**src/rtl/seclock_pkg.sv**
```systemverilog
package seclock_pkg;

    typedef enum logic [1:0] {
        SZ_BYTE = 2'd0,
        SZ_HALF = 2'd1,
        SZ_WORD = 2'd2
    } acc_size_e;

    // Per-cycle decision of the access filter
    typedef struct packed {
        logic s_wr;     // permitted write to the secure bank
        logic s_rd;     // permitted read of the secure bank
        logic ns_wr;    // permitted write to the non-secure bank
        logic ns_rd;    // permitted read of the non-secure bank
        logic illegal;  // event pulse
    } acc_dec_t;

endpackage

```
**src/rtl/seclock_filter.sv**
```systemverilog
module seclock_filter
    import seclock_pkg::*;
#(
    parameter int              ADDR_W    = 8,
    parameter logic [ADDR_W-1:0] S_OFFSET  = 'h50,
    parameter logic [ADDR_W-1:0] NS_OFFSET = 'h4C
) (
    input  logic              valid_i,
    input  logic              we_i,
    input  logic [ADDR_W-1:0] addr_i,
    input  logic [1:0]        size_i,
    input  logic              secure_i,
    input  logic              priv_i,
    input  logic              sec_en_i,
    output acc_dec_t          dec_o
);

    logic hit_s, hit_ns, word, s_ok, ns_ok;

    always_comb begin
        hit_s  = valid_i && (addr_i == S_OFFSET);
        hit_ns = valid_i && (addr_i == NS_OFFSET);
        word   = (acc_size_e'(size_i) == SZ_WORD);

        // secure bank: security on, secure attribute, privileged, word
        s_ok   = hit_s && sec_en_i && secure_i && priv_i && word;
        // non-secure bank: privileged word access from either world
        ns_ok  = hit_ns && priv_i && word;

        dec_o.s_wr    = s_ok && we_i;
        dec_o.s_rd    = s_ok && !we_i;
        dec_o.ns_wr   = ns_ok && we_i;
        dec_o.ns_rd   = ns_ok && !we_i;
        dec_o.illegal = hit_s && sec_en_i && !secure_i && word;
    end

endmodule

```
**src/rtl/seclock_bank.sv**
```systemverilog
module seclock_bank #(
    parameter int NBITS  = 3,
    parameter int DATA_W = 32
) (
    input  logic              clk_i,
    input  logic              rst_ni,
    input  logic              set_en_i,
    input  logic [DATA_W-1:0] set_data_i,
    output logic [NBITS-1:0]  lock_o
);

    typedef struct packed {
        logic [NBITS-1:0] lock;
    } bank_state_t;

    bank_state_t st_d, st_q;

    always_comb begin
        st_d = st_q;
        for (int i = 0; i < NBITS; i++) begin
            // bits only ever rise; reserved data bits are never looked at
            st_d.lock[i] = st_q.lock[i] | (set_en_i & set_data_i[i]);
        end
    end

    always_ff @(posedge clk_i or negedge rst_ni) begin
        if (!rst_ni) st_q <= '0;
        else         st_q <= st_d;
    end

    assign lock_o = st_q.lock;

endmodule

```
**src/rtl/seclock_regs.sv**
```systemverilog
module seclock_regs
    import seclock_pkg::*;
#(
    parameter int ADDR_W  = 8,
    parameter int DATA_W  = 32,
    parameter int S_BITS  = 3,
    parameter int NS_BITS = 2,
    parameter logic [ADDR_W-1:0] S_OFFSET = 'h50
) (
    input  logic              clk_i,
    input  logic              rst_ni,
    input  logic              sec_en_i,
    input  logic              req_valid_i,
    input  logic              req_we_i,
    input  logic [ADDR_W-1:0] addr_i,
    input  logic [1:0]        size_i,
    input  logic              secure_i,
    input  logic              priv_i,
    input  logic [DATA_W-1:0] wdata_i,
    output logic [DATA_W-1:0] rdata_o,
    output logic              illegal_o,
    output logic [S_BITS-1:0] s_inhibit_o,
    output logic [NS_BITS-1:0] ns_inhibit_o
);

    localparam logic [ADDR_W-1:0] NS_OFFSET = S_OFFSET - ADDR_W'(4);

    acc_dec_t dec;
    logic [S_BITS-1:0]  s_lock;
    logic [NS_BITS-1:0] ns_lock;

    seclock_filter #(
        .ADDR_W   (ADDR_W),
        .S_OFFSET (S_OFFSET),
        .NS_OFFSET(NS_OFFSET)
    ) u_filter (
        .valid_i (req_valid_i),
        .we_i    (req_we_i),
        .addr_i  (addr_i),
        .size_i  (size_i),
        .secure_i(secure_i),
        .priv_i  (priv_i),
        .sec_en_i(sec_en_i),
        .dec_o   (dec)
    );

    seclock_bank #(.NBITS(S_BITS), .DATA_W(DATA_W)) u_s_bank (
        .clk_i     (clk_i),
        .rst_ni    (rst_ni),
        .set_en_i  (dec.s_wr),
        .set_data_i(wdata_i),
        .lock_o    (s_lock)
    );

    seclock_bank #(.NBITS(NS_BITS), .DATA_W(DATA_W)) u_ns_bank (
        .clk_i     (clk_i),
        .rst_ni    (rst_ni),
        .set_en_i  (dec.ns_wr),
        .set_data_i(wdata_i),
        .lock_o    (ns_lock)
    );

    typedef struct packed {
        logic [DATA_W-1:0] rdata;
    } rd_state_t;

    rd_state_t rd_d, rd_q;

    always_comb begin
        rd_d = rd_q;
        if (req_valid_i) begin
            // every accepted request refreshes the read register; denied reads give zero
            if (dec.s_rd)
                rd_d.rdata = {{(DATA_W-S_BITS){1'b0}}, s_lock};
            else if (dec.ns_rd)
                rd_d.rdata = {{(DATA_W-NS_BITS){1'b0}}, ns_lock};
            else
                rd_d.rdata = '0;
        end
    end

    always_ff @(posedge clk_i or negedge rst_ni) begin
        if (!rst_ni) rd_q <= '0;
        else         rd_q <= rd_d;
    end

    assign rdata_o      = rd_q.rdata;
    assign illegal_o    = dec.illegal;
    assign s_inhibit_o  = s_lock;
    assign ns_inhibit_o = ns_lock;

endmodule

```
**config.mk**
```make
export PLATFORM = sky130hd
export DESIGN_NAME = seclock_regs
export DESIGN_NICKNAME = d
export VERILOG_FILES = /design/src/rtl/seclock_pkg.sv /design/src/rtl/seclock_filter.sv /design/src/rtl/seclock_bank.sv /design/src/rtl/seclock_regs.sv
export SDC_FILE = /design/constraint.sdc
export NUM_CORES = 1
export LEC_CHECK = 0
export BUFFER_PORTS_ARGS = -buffer_cell sky130_fd_sc_hd__buf_2
export CAP_MARGIN = 20
export CORE_MARGIN = 4
export CORE_UTILIZATION = 31
export DETAILED_ROUTE_END_ITERATION = 7
export HOLD_SLACK_MARGIN = 0.1
export PLACE_DENSITY_LB_ADDON = 0.05
export REMOVE_ABC_BUFFERS = 1
export SLEW_MARGIN = 15
export SYNTH_ARGS = -nofsm -noshare
export SYNTH_HDL_FRONTEND = slang
export SYNTH_SLANG_ARGS = --single-unit
```
**constraint.sdc**
```tcl
create_clock -name clk_i -period 1 [get_ports clk_i]
set_input_delay 0.15 -clock clk_i [delete_from_list [all_inputs] [get_ports clk_i]]
set_output_delay 0.15 -clock clk_i [all_outputs]
set_load 0.03 [all_outputs]
```
Word level (Yosys, flattened, before mapping)

Cells that the tools add are included.
W data, S select, Z words.

Register bits: 37
Latch bits: 0
RAM bits: 0
Bits in read-only memories: 0
Input bits: 49
Output and inout port bits: 38
Logic and storage cells: 34
Memories: 0

$add $sub $neg: 0
$mul: 0
Div/mod/pow operators: 0
$lt $le $gt $ge: 0
Equality and inequality tests: 3
Shift operators: 0
Multiplexer cells: 2
Bitwise logic cells: 10
Reduce and logical (&&, ||, !) cells: 16

Operators by type and width:

| kind                 | number |
|---|---|
| $eq A8 B7 Y1 const B | 2 |
| $logic_and A1 B1 Y1  | 14 |
| $and A1 B1 Y1        | 5 |
| $or A1 B1 Y1         | 5 |
| $mux W3              | 1 |
| $eq A2 B2 Y1 const B | 1 |
| $logic_not A1 Y1     | 2 |
| $mux W2              | 1 |

Longest topological paths before layout

Gate-level depths: netlist of the first run.

Word-level depth: 9
Mapped depth: 3
Mapped depth without buffers: 3

Cells and area by module

From an unflattened synthesis of the first run, not the netlist that was laid out.

Cell total of the unflattened synthesis: 67
Area total of the unflattened synthesis: 643.1 µm²

By module, submodules not included:

| module                   | times used | cells an instance | area each (µm²) | seq. area each (µm²) |
|---|---|---|---|---|
| seclock_regs             | 1          | 44                | 352.8           | 75.1 |
| seclock_filter           | 1          | 13                | 127.6           | 0.0 |
| seclock_bank (u_s_bank)  | 1          | 6                 | 97.6            | 75.1 |
| seclock_bank (u_ns_bank) | 1          | 4                 | 65.1            | 50.0 |

Least setup slack after synthesis of the first run

Ideal clock, no wire load.

Kind: input port to output port
From: input size_i[0]
To: output illegal_o
Arrival time: 910 ps
Required time: 850 ps
Path slack: -60 ps
Cell stages on the path: 2
Path buffers: 0
Cells stage by stage: nor4_4 -> and4b_2

Word-level cells in the longest chain between the ends: 2

RTL lines:

| item                | RTL line             | source |
|---|---|---|
| from (decl)         | seclock_regs.sv:16   | `input logic [1:0] size_i,` |
| $eq A2 B2 Y1        | seclock_filter.sv:23 | `word = (acc_size_e'(size_i) == SZ_WORD);` |
| $logic_and A1 B1 Y1 | seclock_filter.sv:34 | `dec_o.illegal = hit_s && sec_en_i && !secure_i && word;` |
| to (decl)           | seclock_regs.sv:21   | `output logic illegal_o,` |

Every way passes these cells.

Final worst setup path of the first run

From: input addr_i[2]
To: output illegal_o

Word-level cells in the longest chain between the ends: 5

RTL lines:

| item                              | RTL line             | source |
|---|---|---|
| from (decl)                       | seclock_regs.sv:15   | `input logic [ADDR_W-1:0] addr_i,` |
| $eq A8 B7 Y1                      | seclock_filter.sv:21 | `hit_s = valid_i && (addr_i == S_OFFSET);` |
| $logic_and A1 B1 Y1               | seclock_filter.sv:21 |  |
| $logic_and A1 B1 Y1 (3 in series) | seclock_filter.sv:34 |  |

Every way passes these cells.

==> qor.yml, run 1 <==
status: "finished with violations"
violations: "setup timing"
grt-ovfl-total: 0
dieHeight_um: 54.3
netlist_top_cells_area: "buf_4 (33%), dfrtp_1 (30%), o21bai_1 (5.6%)"
final_antenna_net_count: 0
leakage_nw: 0.484
via_per_inst: 3.88
drive_gt1_share_pct: 41.5
syn2layout_area_growth_pct: 27.3
reg2reg_depth: 3
drv_slew: 0
path_depth: 4
crit_start: "addr_i[2]"
post-route-min-period_ns: 1.05
crit_chain: "buf_2, and4bb_2, and4b_2, buf_6"
coreArea_mm2: 0.00200
final_nets: 157
finalCritPeriodShare_pct: 105
grt_use_total_pct: 10.2
ys_seq_area_share_pct: 30.1
worstHoldPathType: "in -> reg"
cts_root_buffer: "clkbuf_4"
grt_max_degree: 9
yosysUniqueCellTypes: 19
final_util_pct: 42.3
htree_levels: 1
cp_max_fo: 2
hold_viol_final: 0
ir_drop_uv: 469
crit_end: "illegal_o"
ys_warn_count: 0
regArea_um2: 200
rr_endpoint: "rdata_o[1]"
syn_avg_cell_area_um2: 9.79
cp.buffers_inverters: 2
cts_buffers: 3
powerDensity_mw_per_mm2: 953
r2r_start: "u_ns_bank.lock_o[1]"
grt_setup_unrepaired: "yes"
gp_congestion: 0.675
dp_hpwl_mm: 1.11
insertion_delay_ns: 0.25
r2r_slack_ns: 0.14
port_buffers: 28
setup_slack_ns: -0.0548
grt_pass1_vias: 483
drv_cap: 0
netlist_area_um2: 666
fp.dieArea_mm2: 0.00295
dp.cells: 126
synthCells: 68
grt_pass1_wl_mm: 2.19
critPathKind: "in -> out"
antenna_found_initial: 0
initial_utilization_pct: 33.2
die_width_um: 54.3
yosysTopAreaCellShare_pct: 32.7
setup_tns_ns: -0.0548
io_pins: 87
mostFrequentLayoutCell: "conb_1"
placementRows: 16
drtIter0Drc: 5
cts.clk_slew.worst_paths_ns: 0.06
multiInputGateArea_um2: 349
cp_slowest_cell: "and4bb_2"
drt_pass1_iterations: 3
drc: 0
wl_per_cell_um: 10.1
cpPeakStageDelay_ns: 0.29
yosysTopAreaCell: "buf_4"
max_freq_ghz: 0.948
clock_skew_ns: 0.00362
clockBufferDepth: 2
worstSetupStartpointType: "primary input"
clkSinkCount: 8
yosys_register_bits: 8
worstPathRequired_ns: 0.85
critical_path.top_delay_family: "simple AND/OR/NAND/NOR gates"
power_uw: 807
vias: 516
cp-end-kind: "output pin"
antennaDiodeCount: 0
finalSetupViolations: 1
instances_no_fill: 133
fillers: 213
final_cell_mix: "conb_1 (29), buf_2 (20), buf_4 (11)"
worstPathArrival_ns: 0.90
totalWireLength_mm: 1.34
cts_tree: "built"
sequential cells by signal, summed over array words and instances, names as in the netlist:
| signal | count |
|---|---|
| u_s_bank.lock_o | 3 |
| u_ns_bank.lock_o | 2 |
| rdata_o | 3 |
synthesized netlist by cell type:
| master | count |
|---|---|
| and2_1 | 1 |
| and3b_1 | 2 |
| and4b_1 | 2 |
| and4b_2 | 1 |
| and4bb_2 | 1 |
| buf_4 | 29 |
| conb_1 | 1 |
| dfrtp_1 | 8 |
| inv_1 | 1 |
| nand2_1 | 5 |
| nand2b_1 | 3 |
| nand3_1 | 1 |
| nand4_1 | 2 |
| nand4_4 | 1 |
| nor2b_1 | 1 |
| nor4_4 | 1 |
| o211ai_2 | 2 |
| o21bai_1 | 5 |
| o22ai_1 | 1 |
report_power, final:
part	switching (mW)	internal [mW]	total (mW)
sequential	0.000375	0.324	0.325
clock	0.106	0.137	0.243
combinational	0.185	0.0540	0.239
stage by stage:
| stage | hold slack [ns] | setup WS, ns | instance area, um2 |
|---|---|---|---|
| 2_1_floorplan | -0.146 | -0.0597 | 553 |
| 3_3_place_gp | -0.000178 | -0.150 | 757 |
| 3_5_place_dp | 0.00246 | -0.161 | 757 |
| 4_1_cts | 0.133 | -0.0645 | 818 |
| 5_1_grt | 0.165 | -0.107 | 847 |
| 6_report | 0.141 | -0.0548 | 847 |
routing by layer:
layer  up-vias  track usage (%)  wire length, um
met5         -                0                0
met4         0             3.73                6
met3         2             2.45              203
met2        41             15.7              577
met1       216             13.6              556
li1        257                -                -
how the worst min path moves through the flow:
stage | startpoint | end | slack [ns] | cells past startpoint
2_1_floorplan | rst_ni | rdata_o[0] | -0.15 | 0
3_3_place_gp | rst_ni | rdata_o[2] | -0.0002 | 1
3_5_place_dp | rst_ni | rdata_o[2] | 0.002 | 1
4_1_cts | wdata_i[2] | u_s_bank.lock_o[2] | 0.13 | 3
5_1_grt | wdata_i[1] | u_ns_bank.lock_o[1] | 0.16 | 3
6_report | wdata_i[2] | u_s_bank.lock_o[2] | 0.14 | 3
tightest hold or removal path, delay by kind of cell:
kind                   cells  cell delay (ns)
buffers and inverters      1             0.10
and+or+nand+nor            1             0.05
AOI/OAI and AO/OA          1             0.05
what timing repair did:
action / in CTS / in global routing
resized for setup: 5 / 9
hold endpoints to repair: 8 / 0
hold buffers: 1 / 0
setup buffers: 1 / 2
setup endpoints to repair: 2 / 9
pin swaps: 2 / 1
layout make-up:
| cell class | count | area share [%] |
|---|---|---|
| Clock buffer | 3 | 2.66 |
| Inverter | 1 | 0.443 |
| Tap cell | 27 | 3.99 |
| Timing Repair Buffer | 36 | 28.1 |
| Sequential cell | 8 | 23.6 |
| Multi-Input combinational cell | 58 | 41.2 |
kinds of logic (layout without fill, tap and decap cells):
| group | after synthesis | in the layout | share of synthesized area (%) |
|---|---|---|---|
| buffers and inverters | 30 | 40 | 33.3 |
| AND/OR/NAND/NOR | 21 | 21 | 25.8 |
| AO/OA/AOI/OAI | 8 | 8 | 10.3 |
| flip-flops | 8 | 8 | 30.1 |
| other | 1 | 29 | 0.563 |
Note: power is estimated with default switching activity, not from simulation.
==> run 2: changes to the inputs <==
Settings changed: ABC_AREA set to 1.
==> run 2 against run 1 <==
  * The flow now finishes without violations
  * Global-route usage is 0.77 points lower
  * Critical path depth is 1 higher
  * Area after synthesis is 0.56% higher
  * Combinational power is 18% higher
  * Clock-buffer cell count stayed put
  * Via count is 14% higher
  * Final area is 4.9% higher
  * Critical path type unchanged
  * Highest routed layer unchanged
==> qor.yml, run 2 <==
status: "complete, no violations"
drc: 0
grt-ovfl-total: 0
ys.flop_type: "dfrtp_1"
max_freq_ghz: 1.00
grt_pass1_vias: 461
yosysTopAreaCell: "buf_4"
mostFrequentLayoutCell: "conb_1"
leakage_nw: 0.525
worstPathArrival_ns: 0.85
final_nets: 179
hold_viol_final: 0
p_switching_uw: 319
totalWireLength_mm: 1.43
clockBufferDepth: 2
clkPwrFrac_pct: 27.9
initial_utilization_pct: 33.4
power.internal_uw: 535
ys_warn_count: 0
synth_edf_count: 0
port_buffers: 28
cp_slowest_cell: "nor4_2"
crit_chain: "buf_2, nor2_2, nand3_2, nor4_2, buf_4"
cts.clk_slew.worst_paths_ns: 0.05
cts_tree: "built"
netlist_top_cells_area: "buf_4 (33%), dfrtp_1 (30%), inv_1 (6.2%)"
ir_drop_uv: 676
gp_congestion: 0.642
worstSetupStartpointType: "primary input"
worstPathRequired_ns: 0.85
swShare_pct: 37.3
synthCells: 88
antenna_found_initial: 0
grt_pass1_wl_mm: 1.85
yosys_register_bits: 8
drtIter0Drc: 4
grt_max_degree: 9
drive_gt1_share_pct: 37.5
cts_root_buffer: "clkbuf_4"
powerDensity_mw_per_mm2: 961
fp.dieArea_mm2: 0.00297
post-route-min-period_ns: 0.995
yosysUniqueCellTypes: 17
syn2layout_area_growth_pct: 32.7
insertion_delay_ns: 0.25
grt_setup_unrepaired: "yes"
dp_hpwl_mm: 1.14
coreArea_mm2: 0.00200
cp.buffers_inverters: 2
finalSetupViolations: 0
placementRows: 16
drv_cap: 0
clkSinkCount: 8
final_util_pct: 44.4
grt_use_total_pct: 9.38
netlist_area_um2: 669
dieHeight_um: 54.5
power_uw: 854
cpPeakStageDelay_ns: 0.20
vias: 588
wl_per_cell_um: 9.21
critical_path.top_delay_family: "simple AND/OR/NAND/NOR gates"
finalCritPeriodShare_pct: 99.5
antennaDiodeCount: 0
final_cell_mix: "conb_1 (29), buf_2 (20), buf_4 (13)"
io_pins: 87
drv_slew: 0
syn_avg_cell_area_um2: 7.61
fillers: 224
worstHoldPathType: "in -> reg"
p_comb_share_pct: 33.1
clock_skew_ns: 0.000737
ys_seq_area_share_pct: 29.9
async_reset_ff_share_pct: 100
seq_power_share_pct: 39.0
htree_levels: 1
critPathKind: "in -> out"
die_width_um: 54.5
via_per_inst: 3.79
synth_commonest_cells: "buf_4 (29), inv_1 (11), nand2_1 (9), nor2_1 (9), dfrtp_1 (8)"
drt_pass1_iterations: 4
final_antenna_net_count: 0
cp_max_fo: 2
cp-end-kind: "output pin"
cts_buffers: 3
yosysTopAreaCellShare_pct: 32.5
synth.most_common_cell: "buf_4"
run 2: changes by cell type after synthesis, sizes merged, moves of 2 or more:
cell	previous run	this run
inv	1	12
nor2	0	11
nand3	1	6
nand2	5	9
and4b	3	0
nand2b	3	0
and3b	2	0
o211ai	2	0
o21ai	0	2
run 2: worst register-to-register path, stage by stage (launching register included):
cell     delay (ns)
dfrtp_1        0.39
buf_4          0.14
nand4_1        0.07
nand2_1        0.05
nor2_1         0.11
nor2_1         0.05
run 2: repair_timing:
item / in CTS / in global routing
gates resized for setup: 2 / 20
hold buffers: 1 / 0
setup buffers: 1 / 4
endpoints found under the setup margin: 1 / 6
endpoints found under the hold margin: 8 / 0
pin swaps: 1 / 5
run 2: cells by family (layout without fill, tap and decap cells):
group	Yosys count	after routing	share of synthesized area (%)
flops	8	8	29.9
other cells	1	29	0.560
compound gates	6	6	5.98
simple gates	32	32	24.3
buf+inv	41	53	39.3
run 2: stage by stage:
stage / instance area (um2) / TNS, ns / std cells / hold WS (ns) / worst slack, ns
floorplan: 557 / -0.510 / 87 / -0.146 / -0.510
global placement: 761 / -0.450 / 146 / 0.00346 / -0.0839
detailed placement: 761 / -0.527 / 146 / 0.00239 / -0.101
CTS: 810 / 0 / 151 / 0.131 / 0.00000300
global route: 888 / -0.0299 / 155 / 0.155 / -0.0268
finish: 888 / 0 / 155 / 0.159 / 0.00488
run 2: cell type report:
type	instances	area, um2	share of cell area [%]
tap	27	33.8	3.80
multi-input combinational	67	325	36.6
sequential	8	200	22.5
inverter	12	50.0	5.63
clock buffer	3	22.5	2.54
timing repair buffer	38	256	28.9
run 2: path summary, 6_finish.rpt:
| kind | start | endpoint | slack [ns] | cells past startpoint |
|---|---|---|---|---|
| max | addr_i[2] | illegal_o | 0.005 | 5 |
| min | wdata_i[2] | u_s_bank.lock_o[2] | 0.16 | 3 |
| max reg2reg | u_ns_bank.lock_o[1] | rdata_o[1] | 0.08 | 5 |
| min reg2reg | rdata_o[2] | rdata_o[2] | 0.48 | 2 |
| max in group asynchronous | rst_ni | rdata_o[2] | 0.56 | 2 |
| min in group asynchronous | rst_ni | u_ns_bank.lock_o[1] | 0.27 | 2 |
run 2: power groups by stage:
| stage | clock network [mW] | registers (mW) | logic (mW) |
|---|---|---|---|
| global route | 0.283 | 0.333 | 0.307 |
| floorplan | 0 | 0.351 | 0.175 |
| finish | 0.238 | 0.333 | 0.283 |
| global placement | 0 | 0.338 | 0.258 |
| detailed placement | 0 | 0.338 | 0.258 |
| CTS | 0.257 | 0.333 | 0.264 |
run 2: layer usage:
| layer | GRT usage (%) | part of all wire (%) | wire, um | vias to the layer above |
|---|---|---|---|---|
| met5 | 0 | 0 | 0 | - |
| met4 | 9.96 | 1.1 | 16 | 0 |
| met3 | 2.72 | 15 | 216 | 2 |
| met2 | 14.9 | 48 | 683 | 40 |
| met1 | 9.33 | 36 | 512 | 246 |
| li1 | - | - | - | 300 |
